`src/rtl/xcvr_pkg.sv`:
```
package xcvr_pkg;

  localparam int unsigned XCVR_WIDTH = 18;

  // Falling transition seen between last sample and now.
  function automatic logic fall_seen(input logic prev_lvl, input logic now_lvl);
    return prev_lvl & ~now_lvl;
  endfunction

  // Storage loads while transparent, or on a falling capture clock.
  function automatic logic load_now(input logic transparent, input logic fall);
    return transparent | fall;
  endfunction

  // Keeper: driven bit passes, undriven bit keeps its last level.
  function automatic logic keep_bit(input logic drv, input logic raw, input logic held);
    return drv ? raw : held;
  endfunction

endpackage

```
`src/rtl/bus_keeper.sv`:
```
module bus_keeper #(
  parameter int unsigned WIDTH   = xcvr_pkg::XCVR_WIDTH,
  parameter bit          HOLD_EN = 1'b1
) (
  input  logic             clk,
  input  logic             rst_n,
  input  logic [WIDTH-1:0] bus_in,
  input  logic [WIDTH-1:0] bus_drv,
  output logic [WIDTH-1:0] bus_eff
);
  import xcvr_pkg::*;

  generate
    if (HOLD_EN) begin : g_hold
      for (genvar i = 0; i < WIDTH; i++) begin : g_bit
        logic held_q;
        assign bus_eff[i] = keep_bit(bus_drv[i], bus_in[i], held_q);
        always_ff @(posedge clk) begin
          if (!rst_n) held_q <= 1'b0;
          else        held_q <= bus_eff[i];
        end
      end
    end else begin : g_pass
      assign bus_eff = bus_in;
    end
  endgenerate

endmodule

```
`src/rtl/fall_detect.sv`:
```
module fall_detect (
  input  logic clk,
  input  logic rst_n,
  input  logic level,
  output logic fall
);
  import xcvr_pkg::*;

  logic prev_q;

  always_ff @(posedge clk) begin
    if (!rst_n) prev_q <= 1'b0;
    else        prev_q <= level;
  end

  assign fall = fall_seen(prev_q, level);

endmodule

```
`src/rtl/xcvr_stage.sv`:
```
module xcvr_stage #(
  parameter int unsigned WIDTH = xcvr_pkg::XCVR_WIDTH
) (
  input  logic             clk,
  input  logic             rst_n,
  input  logic [WIDTH-1:0] din,
  input  logic             le,
  input  logic             cp,
  input  logic             oe_act,
  output logic [WIDTH-1:0] dout,
  output logic             dout_en,
  output logic             cap_fall
);
  import xcvr_pkg::*;

  logic [WIDTH-1:0] store_q;
  logic             load;

  fall_detect u_fall (
    .clk   (clk),
    .rst_n (rst_n),
    .level (cp),
    .fall  (cap_fall)
  );

  assign load = load_now(le, cap_fall);

  always_ff @(posedge clk) begin
    if (!rst_n)    store_q <= '0;
    else if (load) store_q <= din;
  end

  assign dout    = le ? din : store_q;
  assign dout_en = oe_act;

endmodule

```
`src/rtl/dual_path_xcvr.sv`:
```
module dual_path_xcvr #(
  parameter int unsigned WIDTH   = xcvr_pkg::XCVR_WIDTH,
  parameter bit          HOLD_EN = 1'b1
) (
  input  logic             clk,
  input  logic             rst_n,
  input  logic [WIDTH-1:0] a_in,
  input  logic [WIDTH-1:0] a_drv,
  input  logic [WIDTH-1:0] b_in,
  input  logic [WIDTH-1:0] b_drv,
  input  logic             le_ab,
  input  logic             cp_ab,
  input  logic             oe_ab,
  input  logic             le_ba,
  input  logic             cp_ba,
  input  logic             oe_ba_n,
  output logic [WIDTH-1:0] b_out,
  output logic             b_out_en,
  output logic [WIDTH-1:0] a_out,
  output logic             a_out_en
);

  // Named internal events, visible to the bound checker.
  logic [WIDTH-1:0] a_eff;
  logic [WIDTH-1:0] b_eff;
  logic             ab_fall;
  logic             ba_fall;

  bus_keeper #(.WIDTH(WIDTH), .HOLD_EN(HOLD_EN)) u_keep_a (
    .clk (clk), .rst_n (rst_n), .bus_in (a_in), .bus_drv (a_drv), .bus_eff (a_eff)
  );

  bus_keeper #(.WIDTH(WIDTH), .HOLD_EN(HOLD_EN)) u_keep_b (
    .clk (clk), .rst_n (rst_n), .bus_in (b_in), .bus_drv (b_drv), .bus_eff (b_eff)
  );

  xcvr_stage #(.WIDTH(WIDTH)) u_ab (
    .clk (clk), .rst_n (rst_n), .din (a_eff), .le (le_ab), .cp (cp_ab),
    .oe_act (oe_ab), .dout (b_out), .dout_en (b_out_en), .cap_fall (ab_fall)
  );

  xcvr_stage #(.WIDTH(WIDTH)) u_ba (
    .clk (clk), .rst_n (rst_n), .din (b_eff), .le (le_ba), .cp (cp_ba),
    .oe_act (~oe_ba_n), .dout (a_out), .dout_en (a_out_en), .cap_fall (ba_fall)
  );

endmodule

```
`config.mk`:
```
export PLATFORM = sky130hd
export DESIGN_NAME = dual_path_xcvr
export DESIGN_NICKNAME = d
export VERILOG_FILES = /design/src/rtl/xcvr_pkg.sv /design/src/rtl/bus_keeper.sv /design/src/rtl/fall_detect.sv /design/src/rtl/xcvr_stage.sv /design/src/rtl/dual_path_xcvr.sv
export SDC_FILE = /design/constraint.sdc
export NUM_CORES = 1
export LEC_CHECK = 0
export BUFFER_PORTS_ARGS = -buffer_cell sky130_fd_sc_hd__buf_4
export CELL_PAD_IN_SITES_DETAIL_PLACEMENT = 1
export CELL_PAD_IN_SITES_GLOBAL_PLACEMENT = 1
export CORE_ASPECT_RATIO = 0.9
export CORE_MARGIN = 3
export CORE_UTILIZATION = 25
export CTS_CLUSTER_DIAMETER = 50
export DETAILED_ROUTE_END_ITERATION = 10
export HOLD_SLACK_MARGIN = 0.12
export PLACE_DENSITY_LB_ADDON = 0.1
export SKIP_LAST_GASP = 1
export SLEW_MARGIN = 20
export SYNTH_ARGS = -nofsm -noshare
export SYNTH_HDL_FRONTEND = slang
export SYNTH_HIERARCHICAL = 1
export SYNTH_SLANG_ARGS = --single-unit
```
`constraint.sdc`:
```
create_clock -name clk -period 3.4 [get_ports clk]
set_input_delay 0.68 -clock clk [delete_from_list [all_inputs] [get_ports clk]]
set_output_delay 0.68 -clock clk [all_outputs]
set_load 0.1 [all_outputs]
```
==> results.json, run 1 <==
{
  "synthCells": 325,
  "synth_cell_type_count": 18,
  "power_density_nw_per_um2": 544,
  "worst-slew-pin-transition_ns": 1.03,
  "finalMaxSlewViolations": 0,
  "dr.first_iter.drc_count": 91,
  "final.min_clock_period_ns": 2.39,
  "yosysSeqAreaShare": 0.416,
  "first_global_vias": 2916,
  "num_antenna_cells": 0,
  "worst_path_most_repeated_cell": "sky130_fd_sc_hd__buf_4",
  "drc_errors_left": 0,
  "min_period_over_period": 0.702,
  "avgRoutedWirePerCell_um": 14.2,
  "cts_tree": "done",
  "dr_total_vias": 2694,
  "worst_ep_required_time_ns": 2.72,
  "place_congestion": 0.648,
  "critPathLaunchType": "input port",
  "clock_pin_transition_on_the_worst_setup_and_hold_timing_paths_ns": 0.06,
  "num_io_pins": 118,
  "detailedRoute.firstPassIterationCount": 4,
  "drtAntennaViolNets": 0,
  "clkSinkCount": 74,
  "yosys_warnings": 6,
  "die_height_um": 119,
  "cpPeakStageDelay_ns": 0.41,
  "final_layout_size_suffix_gt1_frac": 0.535,
  "design.die.area_um2": 15700,
  "floorplan.initialDensity": 0.261,
  "cp_cell_sequence": "buf_4, mux2_2, buf_4",
  "track_usage": 0.115,
  "cellLeakagePower_uw": 0.00207,
  "rows": 40,
  "core_um2": 13600,
  "data_arrival_time_of_the_worst_path_ns": 1.71,
  "global_route_wire_length_before_repair_um": 14600,
  "worstPathBufferInverterCount": 2,
  "result_of_the_run": "complete, no violations",
  "critPathKind": "input port to output port",
  "tritoncts.num_buffers": 9,
  "net_count_after_synthesis": 405,
  "grt_overflow_total": 0,
  "clock_path_buffers": 2,
  "post_cts.resized_instances": 0,
  "syn_area_per_cell_um2": 11.0,
  "grt_setup_unrepaired": "false",
  "antenna_found_initial": 0,
  "finish.net_count": 503,
  "instances_no_fill": 617,
  "skew_ns": 0.00340,
  "syn-cell-area_um2": 3560,
  "maxSlewHeadroom": 0.315,
  "finalWirelength_um": 8770,
  "grt_start_max_net_pins": 111,
  "finalHoldViolations": 0,
  "worstSetupEndpointType": "output port",
  "ctsHtreeMaxLevel": 3,
  "finalCoreUtilization": 0.352,
  "critical_path.top_delay_family": "buffers and inverters",
  "dp_cells": 601,
  "clk_root_buffer_cell": "sky130_fd_sc_hd__clkbuf_16",
  "post-cts-setup-buffers": 0,
  "holdBufCountCts": 0,
  "ys_seq_elements": 74,
  "fillCellCount": 1556,
  "clock_latency_ns": 0.34,
  "crit_path_max_fanout": 37,
  "max_clock_freq_ghz": 0.419,
  "worst_ir_drop_vdd_mv": 0.224,
  "max_cap_viol_count": 0,
  "port_buffers": 115,
  "setup_violations": 0,
  "post_drt_via_cell_ratio": 4.37,
  "worstHoldPathType": "register to register",
  "worst_path_max_delay_cell": "sky130_fd_sc_hd__mux2_2",
  "place.detailed.hpwl_um": 5790,
  "finalSetupTns_ns": 0,
  "syn2layout_area_growth_pct": 34.6,
  "die_outline_width_um": 132
}
[metrics by stage]
stage | hold slack [ns] | instance area, um2 | worst slack [ns] | power (uW)
after floorplan | 0.433 | 3560 | 1.16 | 1460
after global placement | 0.443 | 4470 | 1.01 | 1610
after detailed placement | 0.450 | 4470 | 0.958 | 1620
after CTS | 0.460 | 4790 | 1.01 | 2660
after global routing | 0.476 | 4790 | 0.965 | 2730
final | 0.457 | 4790 | 1.01 | 2600
[tightest hold or removal path, delay by kind of cell, from the launching register on]
| family | cells | cell delay (ns) |
|---|---|---|
| AOI/OAI and AO/OA | 1 | 0.04 |
| and+or+nand+nor | 1 | 0.07 |
| DFF | 1 | 0.31 |
[cell families (layout without fill, tap and decap cells)]
| family | after synthesis | after routing | share of synthesized area |
|---|---|---|---|
| and+or+nand+nor | 78 | 78 | 0.117 |
| buffers and inverters | 29 | 132 | 0.0538 |
| muxes | 72 | 72 | 0.266 |
| AOI/OAI and AO/OA | 72 | 72 | 0.148 |
| DFF | 74 | 74 | 0.416 |
[synthesized netlist by cell type (all sizes together)]
library cell,instances,area share
o211ai,36,0.076
o21ai,36,0.072
and2b,2,0.0049
dfxtp,74,0.42
nand2,36,0.038
and2,38,0.070
mux2,72,0.27
inv,1,0.0011
or2,2,0.0035
clkbuf,10,0.011
buf,18,0.042
[layout by cell type, fill, tap and decap left out, types with 9 or more instances in the layout]
cell type / Yosys / routed
sky130_fd_sc_hd__dfxtp_1: 74 / 74
sky130_fd_sc_hd__mux2_4: 36 / 36
sky130_fd_sc_hd__mux2_2: 36 / 36
sky130_fd_sc_hd__o21ai_0: 16 / 16
sky130_fd_sc_hd__o211ai_1: 36 / 36
sky130_fd_sc_hd__clkbuf_16: 0 / 9
sky130_fd_sc_hd__nand2_1: 36 / 36
sky130_fd_sc_hd__buf_4: 2 / 115
sky130_fd_sc_hd__and2_1: 32 / 32
sky130_fd_sc_hd__o21ai_2: 20 / 20
[power breakdown]
group / switching, uW / internal [uW]
clock network: 359 / 649
logic: 431 / 226
registers: 19.4 / 920
[per-layer routing]
metal	part of all wire	GRT usage
met5	0	0
met4	0.013	0.0394
met3	0.063	0.0515
met1	0.48	0.143
met2	0.45	0.178
[flip-flops by register name, indices dropped and copies added (netlist names)]
register                      flops
u_ab/store_q                     18
u_ba/store_q                     18
u_keep_a/g_hold.g_bit.held_q     18
u_keep_b/g_hold.g_bit.held_q     18
u_ab/u_fall/prev_q                1
u_ba/u_fall/prev_q                1
[layout make-up]
class	instances	area [um2]	area share
clock inverters	1	30.0	0.00627
inverters	1	3.75	0.000784
well taps	189	236	0.0494
flip-flops and latches	74	1480	0.309
multi-input cells	222	1890	0.394
repair buffers	115	863	0.180
clock buffers	15	288	0.0601
[final timing paths]
| path | end | start | slack [ns] | cells after the start |
|---|---|---|---|---|
| setup / recovery | b_out[13] | le_ab | 1.01 | 3 |
| hold / removal | u_ba/store_q[14] | u_ba/store_q[14] | 0.46 | 2 |
| setup reg to reg | u_ab/store_q[15] | u_ab/u_fall/prev_q | 1.50 | 3 |
| hold reg to reg | u_ba/store_q[14] | u_ba/store_q[14] | 0.46 | 2 |
(Power assumes the default switching activity.)
==> run 2, diff against run 1 <==
Settings changed: ABC_AREA set to 1.
Clock period 3.4 ns to 2.1 ns, I/O delays scaled along.
==> results.json, run 2 <==
{
  "synthCells": 649,
  "avgRoutedWirePerCell_um": 10.5,
  "result_of_the_run": "complete, no violations",
  "synthTopCellsByArea": "sky130_fd_sc_hd__dfxtp_1 39%, sky130_fd_sc_hd__nand2_1 21%, sky130_fd_sc_hd__inv_1 18%",
  "cpPeakStageDelay_ns": 0.40,
  "detailedRoute.firstPassIterationCount": 4,
  "skew_ns": 0.00358,
  "clock_pin_transition_on_the_worst_setup_and_hold_timing_paths_ns": 0.05,
  "final_layout_size_suffix_gt1_frac": 0.214,
  "cellLeakagePower_uw": 0.00307,
  "syn2layout_area_growth_pct": 34.8,
  "rows": 42,
  "ys_seq_elements": 74,
  "drc_errors_left": 0,
  "yosys_warnings": 6,
  "worstSetupEndpointType": "output port",
  "clock_path_buffers": 2,
  "seq_power_share": 0.368,
  "net_count_after_synthesis": 729,
  "p_int_uw": 2680,
  "synth_area_leader_cell": "sky130_fd_sc_hd__dfxtp_1",
  "finalWirelength_um": 10100,
  "post_cts.resized_instances": 0,
  "num_io_pins": 118,
  "first_global_vias": 3787,
  "placement_stage_cell_area_um2": 4890,
  "design.die.area_um2": 16800,
  "power.net_switching_uw": 1500,
  "cts_tree": "done",
  "tritoncts.num_buffers": 9,
  "fillCellCount": 2001,
  "data_arrival_time_of_the_worst_path_ns": 1.34,
  "min_period_over_period": 0.839,
  "post-cts-setup-buffers": 0,
  "clkSinkCount": 74,
  "critPathLaunchType": "input port",
  "worst_ir_drop_vdd_mv": 0.350,
  "worst_hold_slack_ns": 0.281,
  "finalHoldViolations": 0,
  "port_buffers": 115,
  "floorplan.initialDensity": 0.257,
  "worstHoldPathType": "input port to register",
  "power_density_nw_per_um2": 814,
  "max_cap_viol_count": 0,
  "most-common-layout-cells": "214 x sky130_fd_sc_hd__nand2_1, 185 x sky130_fd_sc_hd__inv_1, 118 x sky130_fd_sc_hd__buf_4",
  "count_of_flip_flops_with_a_built_in_enable_after_synthesis": 0,
  "power_frac_comb": 0.305,
  "finish.net_count": 837,
  "clk_root_buffer_cell": "sky130_fd_sc_hd__clkbuf_16",
  "yosysSeqAreaShare": 0.388,
  "place_congestion": 0.745,
  "num_antenna_cells": 0,
  "synth_cell_type_count": 14,
  "cp_cell_sequence": "buf_4, nand2_1, o21ai_1, buf_4",
  "track_usage": 0.127,
  "worst_path_most_repeated_cell": "sky130_fd_sc_hd__buf_4",
  "critical_path.top_delay_family": "buffers and inverters",
  "grt_setup_unrepaired": "false",
  "clock_power_share": 0.326,
  "maxSlewHeadroom": 0.686,
  "max_clock_freq_ghz": 0.568,
  "holdBufCountCts": 0,
  "crit_path_max_fanout": 39,
  "syn-cell-area_um2": 3810,
  "power.share.switching": 0.359,
  "die_height_um": 123,
  "syn_area_per_cell_um2": 5.88,
  "worst-slew-pin-transition_ns": 0.471,
  "finalSetupTns_ns": 0,
  "synthArstFlopShare": 0,
  "worst_path_max_delay_cell": "sky130_fd_sc_hd__buf_4",
  "antenna_found_initial": 0,
  "total_power_uw": 4180,
  "place.detailed.hpwl_um": 7850,
  "global_route_wire_length_before_repair_um": 16800,
  "finalMaxSlewViolations": 0,
  "synth_top_cells_by_count": "214 x sky130_fd_sc_hd__nand2_1, 185 x sky130_fd_sc_hd__inv_1, 110 x sky130_fd_sc_hd__nor2_1, 74 x sky130_fd_sc_hd__dfxtp_1, 32 x sky130_fd_sc_hd__o21ai_0",
  "ctsHtreeMaxLevel": 3,
  "drtAntennaViolNets": 0,
  "worst_ep_required_time_ns": 1.68,
  "grt_overflow_total": 0,
  "dr_total_vias": 3777,
  "fin_area_um2": 5140,
  "worstPathBufferInverterCount": 2,
  "grt_start_max_net_pins": 41,
  "synthFlopType": "sky130_fd_sc_hd__dfxtp_1",
  "yosysTopAreaCellShare": 0.388,
  "synth.most_common_cell": "sky130_fd_sc_hd__nand2_1",
  "dr.first_iter.drc_count": 78,
  "final_common_cell": "sky130_fd_sc_hd__nand2_1",
  "die_outline_width_um": 136,
  "setup_violations": 0,
  "critPathKind": "input port to output port",
  "clock_latency_ns": 0.33,
  "post_drt_via_cell_ratio": 3.94,
  "core_um2": 14800,
  "final.min_clock_period_ns": 1.76
}
## run 2: metal layers
layer | up-vias | wire [um] | GRT usage
li1 | 2010 | - | -
met5 | - | 0 | 0
met2 | 75 | 4960 | 0.229
met4 | 0 | 90 | 0.0283
met1 | 1686 | 4450 | 0.144
met3 | 6 | 592 | 0.0431
## run 2: worst paths after layout
check | start | endpoint | slack (ns) | cells past startpoint
max | le_ab | b_out[1] | 0.34 | 4
min | cp_ab | u_ab/u_fall/prev_q | 0.28 | 3
max reg2reg | u_ab/u_fall/prev_q | u_ab/store_q[4] | 0.88 | 7
min reg2reg | u_keep_b/g_hold.g_bit[15].held_q | u_keep_b/g_hold.g_bit[15].held_q | 0.52 | 4
## run 2: metrics by stage
stage               setup slack [ns]   util  cells
floorplan                     -0.431      -    649
global placement               0.342  0.330    944
detailed placement             0.328  0.330    944
CTS                            0.308  0.347    958
global route                   0.198  0.347    958
finish                         0.338  0.347    958
## run 2: tightest hold or removal path: stages
cell	delay, ns
sky130_fd_sc_hd__buf_4	0.08
sky130_fd_sc_hd__nand2_1	0.04
sky130_fd_sc_hd__inv_1	0.04
## run 2: kinds of logic (layout without fill, tap and decap cells)
kind of cell / Yosys count / count (layout) / share of synthesized area
AND/OR/NAND/NOR: 328 / 328 / 0.327
buffers and inverters: 209 / 320 / 0.235
AO/OA/AOI/OAI: 38 / 38 / 0.0499
flip-flops: 74 / 74 / 0.388
## run 2: power groups by stage
stage               Combinational (uW)  Sequential [uW]  Clock [uW]
CTS                               1300             1540        1440
finish                            1280             1540        1370
floorplan                          985             1560           0
global route                      1400             1550        1510
global placement                  1270             1570           0
detailed placement                1290             1570           0
## run 2: layout make-up
type	instances	area, um2	share of cell area
Tap cell	198	248	0.0482
Clock buffer	14	254	0.0494
Sequential cell	74	1480	0.288
Inverter	187	702	0.136
Timing Repair Buffer	119	906	0.176
Multi-Input combinational cell	366	1550	0.302
==> run 3, diff against run 2 <==
Clock period 2.1 ns to 1.65 ns, I/O delays scaled along.
==> results.json, run 3 (synthesis gave the netlist of run 2 again) <==
{
  "clkSinkCount": 74,
  "drtAntennaViolNets": 0,
  "finalMaxSlewViolations": 0,
  "dr_total_vias": 3847,
  "clock_path_buffers": 2,
  "total_power_uw": 6100,
  "cp_cell_sequence": "inv_1, nand2_1, nand2_2, inv_2, nand2_1, o21ai_2, buf_12",
  "placement_stage_cell_area_um2": 5150,
  "rows": 42,
  "first_global_vias": 3848,
  "data_arrival_time_of_the_worst_path_ns": 1.25,
  "worst-slew-pin-transition_ns": 0.407,
  "worst_ir_drop_vdd_mv": 0.543,
  "critPathLaunchType": "register",
  "avgRoutedWirePerCell_um": 10.8,
  "finalHoldViolations": 0,
  "worstHoldPathType": "input port to register",
  "cpPeakStageDelay_ns": 0.31,
  "worst_path_max_delay_cell": "sky130_fd_sc_hd__dfxtp_1",
  "grt_overflow_total": 0,
  "power_density_nw_per_um2": 1020,
  "globalRouteMet3Util": 0.0443,
  "port_buffers": 115,
  "design.die.area_um2": 16800,
  "worstSetupEndpointType": "output port",
  "floorplan.initialDensity": 0.257,
  "worst_ep_required_time_ns": 1.32,
  "clock_latency_ns": 0.35,
  "critPathKind": "register to output port",
  "global_route_wire_length_before_repair_um": 17000,
  "finalWorstSetupSlack_ns": 0.0655,
  "worst_path_most_repeated_cell": "sky130_fd_sc_hd__nand2_1",
  "globalRouteMet2Util": 0.233,
  "antenna_found_initial": 0,
  "cts_tree": "done",
  "grt_setup_unrepaired": "true",
  "post_drt_via_cell_ratio": 3.97,
  "dr.first_iter.drc_count": 63,
  "worst_hold_slack_ns": 0.191,
  "max_clock_freq_ghz": 0.631,
  "place_congestion": 0.735,
  "drc_errors_left": 0,
  "detailedRoute.firstPassIterationCount": 4,
  "setup_violations": 0,
  "fillCellCount": 1853,
  "crit_path_max_fanout": 2,
  "placement.setup.worst_slack_ns": 0.119,
  "ctsHtreeMaxLevel": 3,
  "max_cap_viol_count": 0,
  "global_route.peak_usage_layer": "met2",
  "finalWirelength_um": 10500,
  "most-common-layout-cells": "195 x sky130_fd_sc_hd__nand2_1, 159 x sky130_fd_sc_hd__inv_1, 110 x sky130_fd_sc_hd__nor2_1",
  "num_antenna_cells": 0,
  "final.min_clock_period_ns": 1.58,
  "skew_ns": 0.00659,
  "core_um2": 14800,
  "place.detailed.hpwl_um": 7720,
  "met1_track_demand_over_resource_in_global_routing": 0.142,
  "final_layout_size_suffix_gt1_frac": 0.300,
  "grt_start_max_net_pins": 35,
  "min_period_over_period": 0.960,
  "die_outline_width_um": 136,
  "clk_root_buffer_cell": "sky130_fd_sc_hd__clkbuf_16",
  "syn2layout_area_growth_pct": 57.1,
  "num_io_pins": 118,
  "finalCoreUtilization": 0.404,
  "fin_area_um2": 5990,
  "result_of_the_run": "complete, no violations",
  "final_common_cell": "sky130_fd_sc_hd__nand2_1",
  "maxSlewHeadroom": 0.728,
  "tritoncts.num_buffers": 9,
  "clock_pin_transition_on_the_worst_setup_and_hold_timing_paths_ns": 0.06,
  "track_usage": 0.130,
  "cellLeakagePower_uw": 0.00330,
  "finish.net_count": 845,
  "die_height_um": 123
}
run 3: repair_timing:
action,CTS,global route
hold buffers,0,0
gates resized for setup,43,118
cloned,0,0
setup endpoints to repair,35,36
pin swaps,0,5
setup buffers,0,1
run 3: per-stage QoR:
step / cells / TNS [ns]
3_3_place_gp: 951 / 0
3_5_place_dp: 951 / 0
5_1_grt: 968 / -0.110
2_1_floorplan: 649 / -5.49
6_report: 968 / 0
4_1_cts: 967 / -0.0166
run 3: final timing paths:
kind / startpoint / to / slack, ns / cells after the start
worst min register to register: u_ba/store_q[15] / u_ba/store_q[15] / 0.52 / 2
worst max-delay path: u_keep_a/g_hold.g_bit[2].held_q / b_out[2] / 0.07 / 7
worst min-delay path: cp_ab / u_ab/u_fall/prev_q / 0.19 / 3
worst max register to register: u_ab/u_fall/prev_q / u_ab/store_q[10] / 0.52 / 6
run 3: area by class of cell:
type | instances | area (um2) | area share
Clock buffer | 9 | 225 | 0.0376
Clock inverter | 7 | 93.8 | 0.0157
Inverter | 187 | 702 | 0.117
Multi-Input combinational cell | 366 | 1810 | 0.303
Sequential cell | 74 | 1490 | 0.248
Tap cell | 198 | 248 | 0.0413
Timing Repair Buffer | 127 | 1430 | 0.238
run 3: report_power, final:
group          leakage, uW  internal, uW  switching [uW]
clock             0.000151          1320             788
sequential        0.000617          1930            35.1
combinational      0.00253           723            1310
run 3: critical path: cells and delay by family, from the launching register on:
family	cells	cell delay (ns)
buf+inv	3	0.31
flops	1	0.31
compound gates	1	0.11
simple gates	3	0.19
run 3: layer usage:
metal / part of all wire / wire length, um / up-vias
met2: 0.52 / 5430 / 74
met5: 0 / 0 / -
met3: 0.057 / 593 / 11
li1: - / - / 2026
met4: 0.014 / 150 / 0
met1: 0.41 / 4300 / 1736
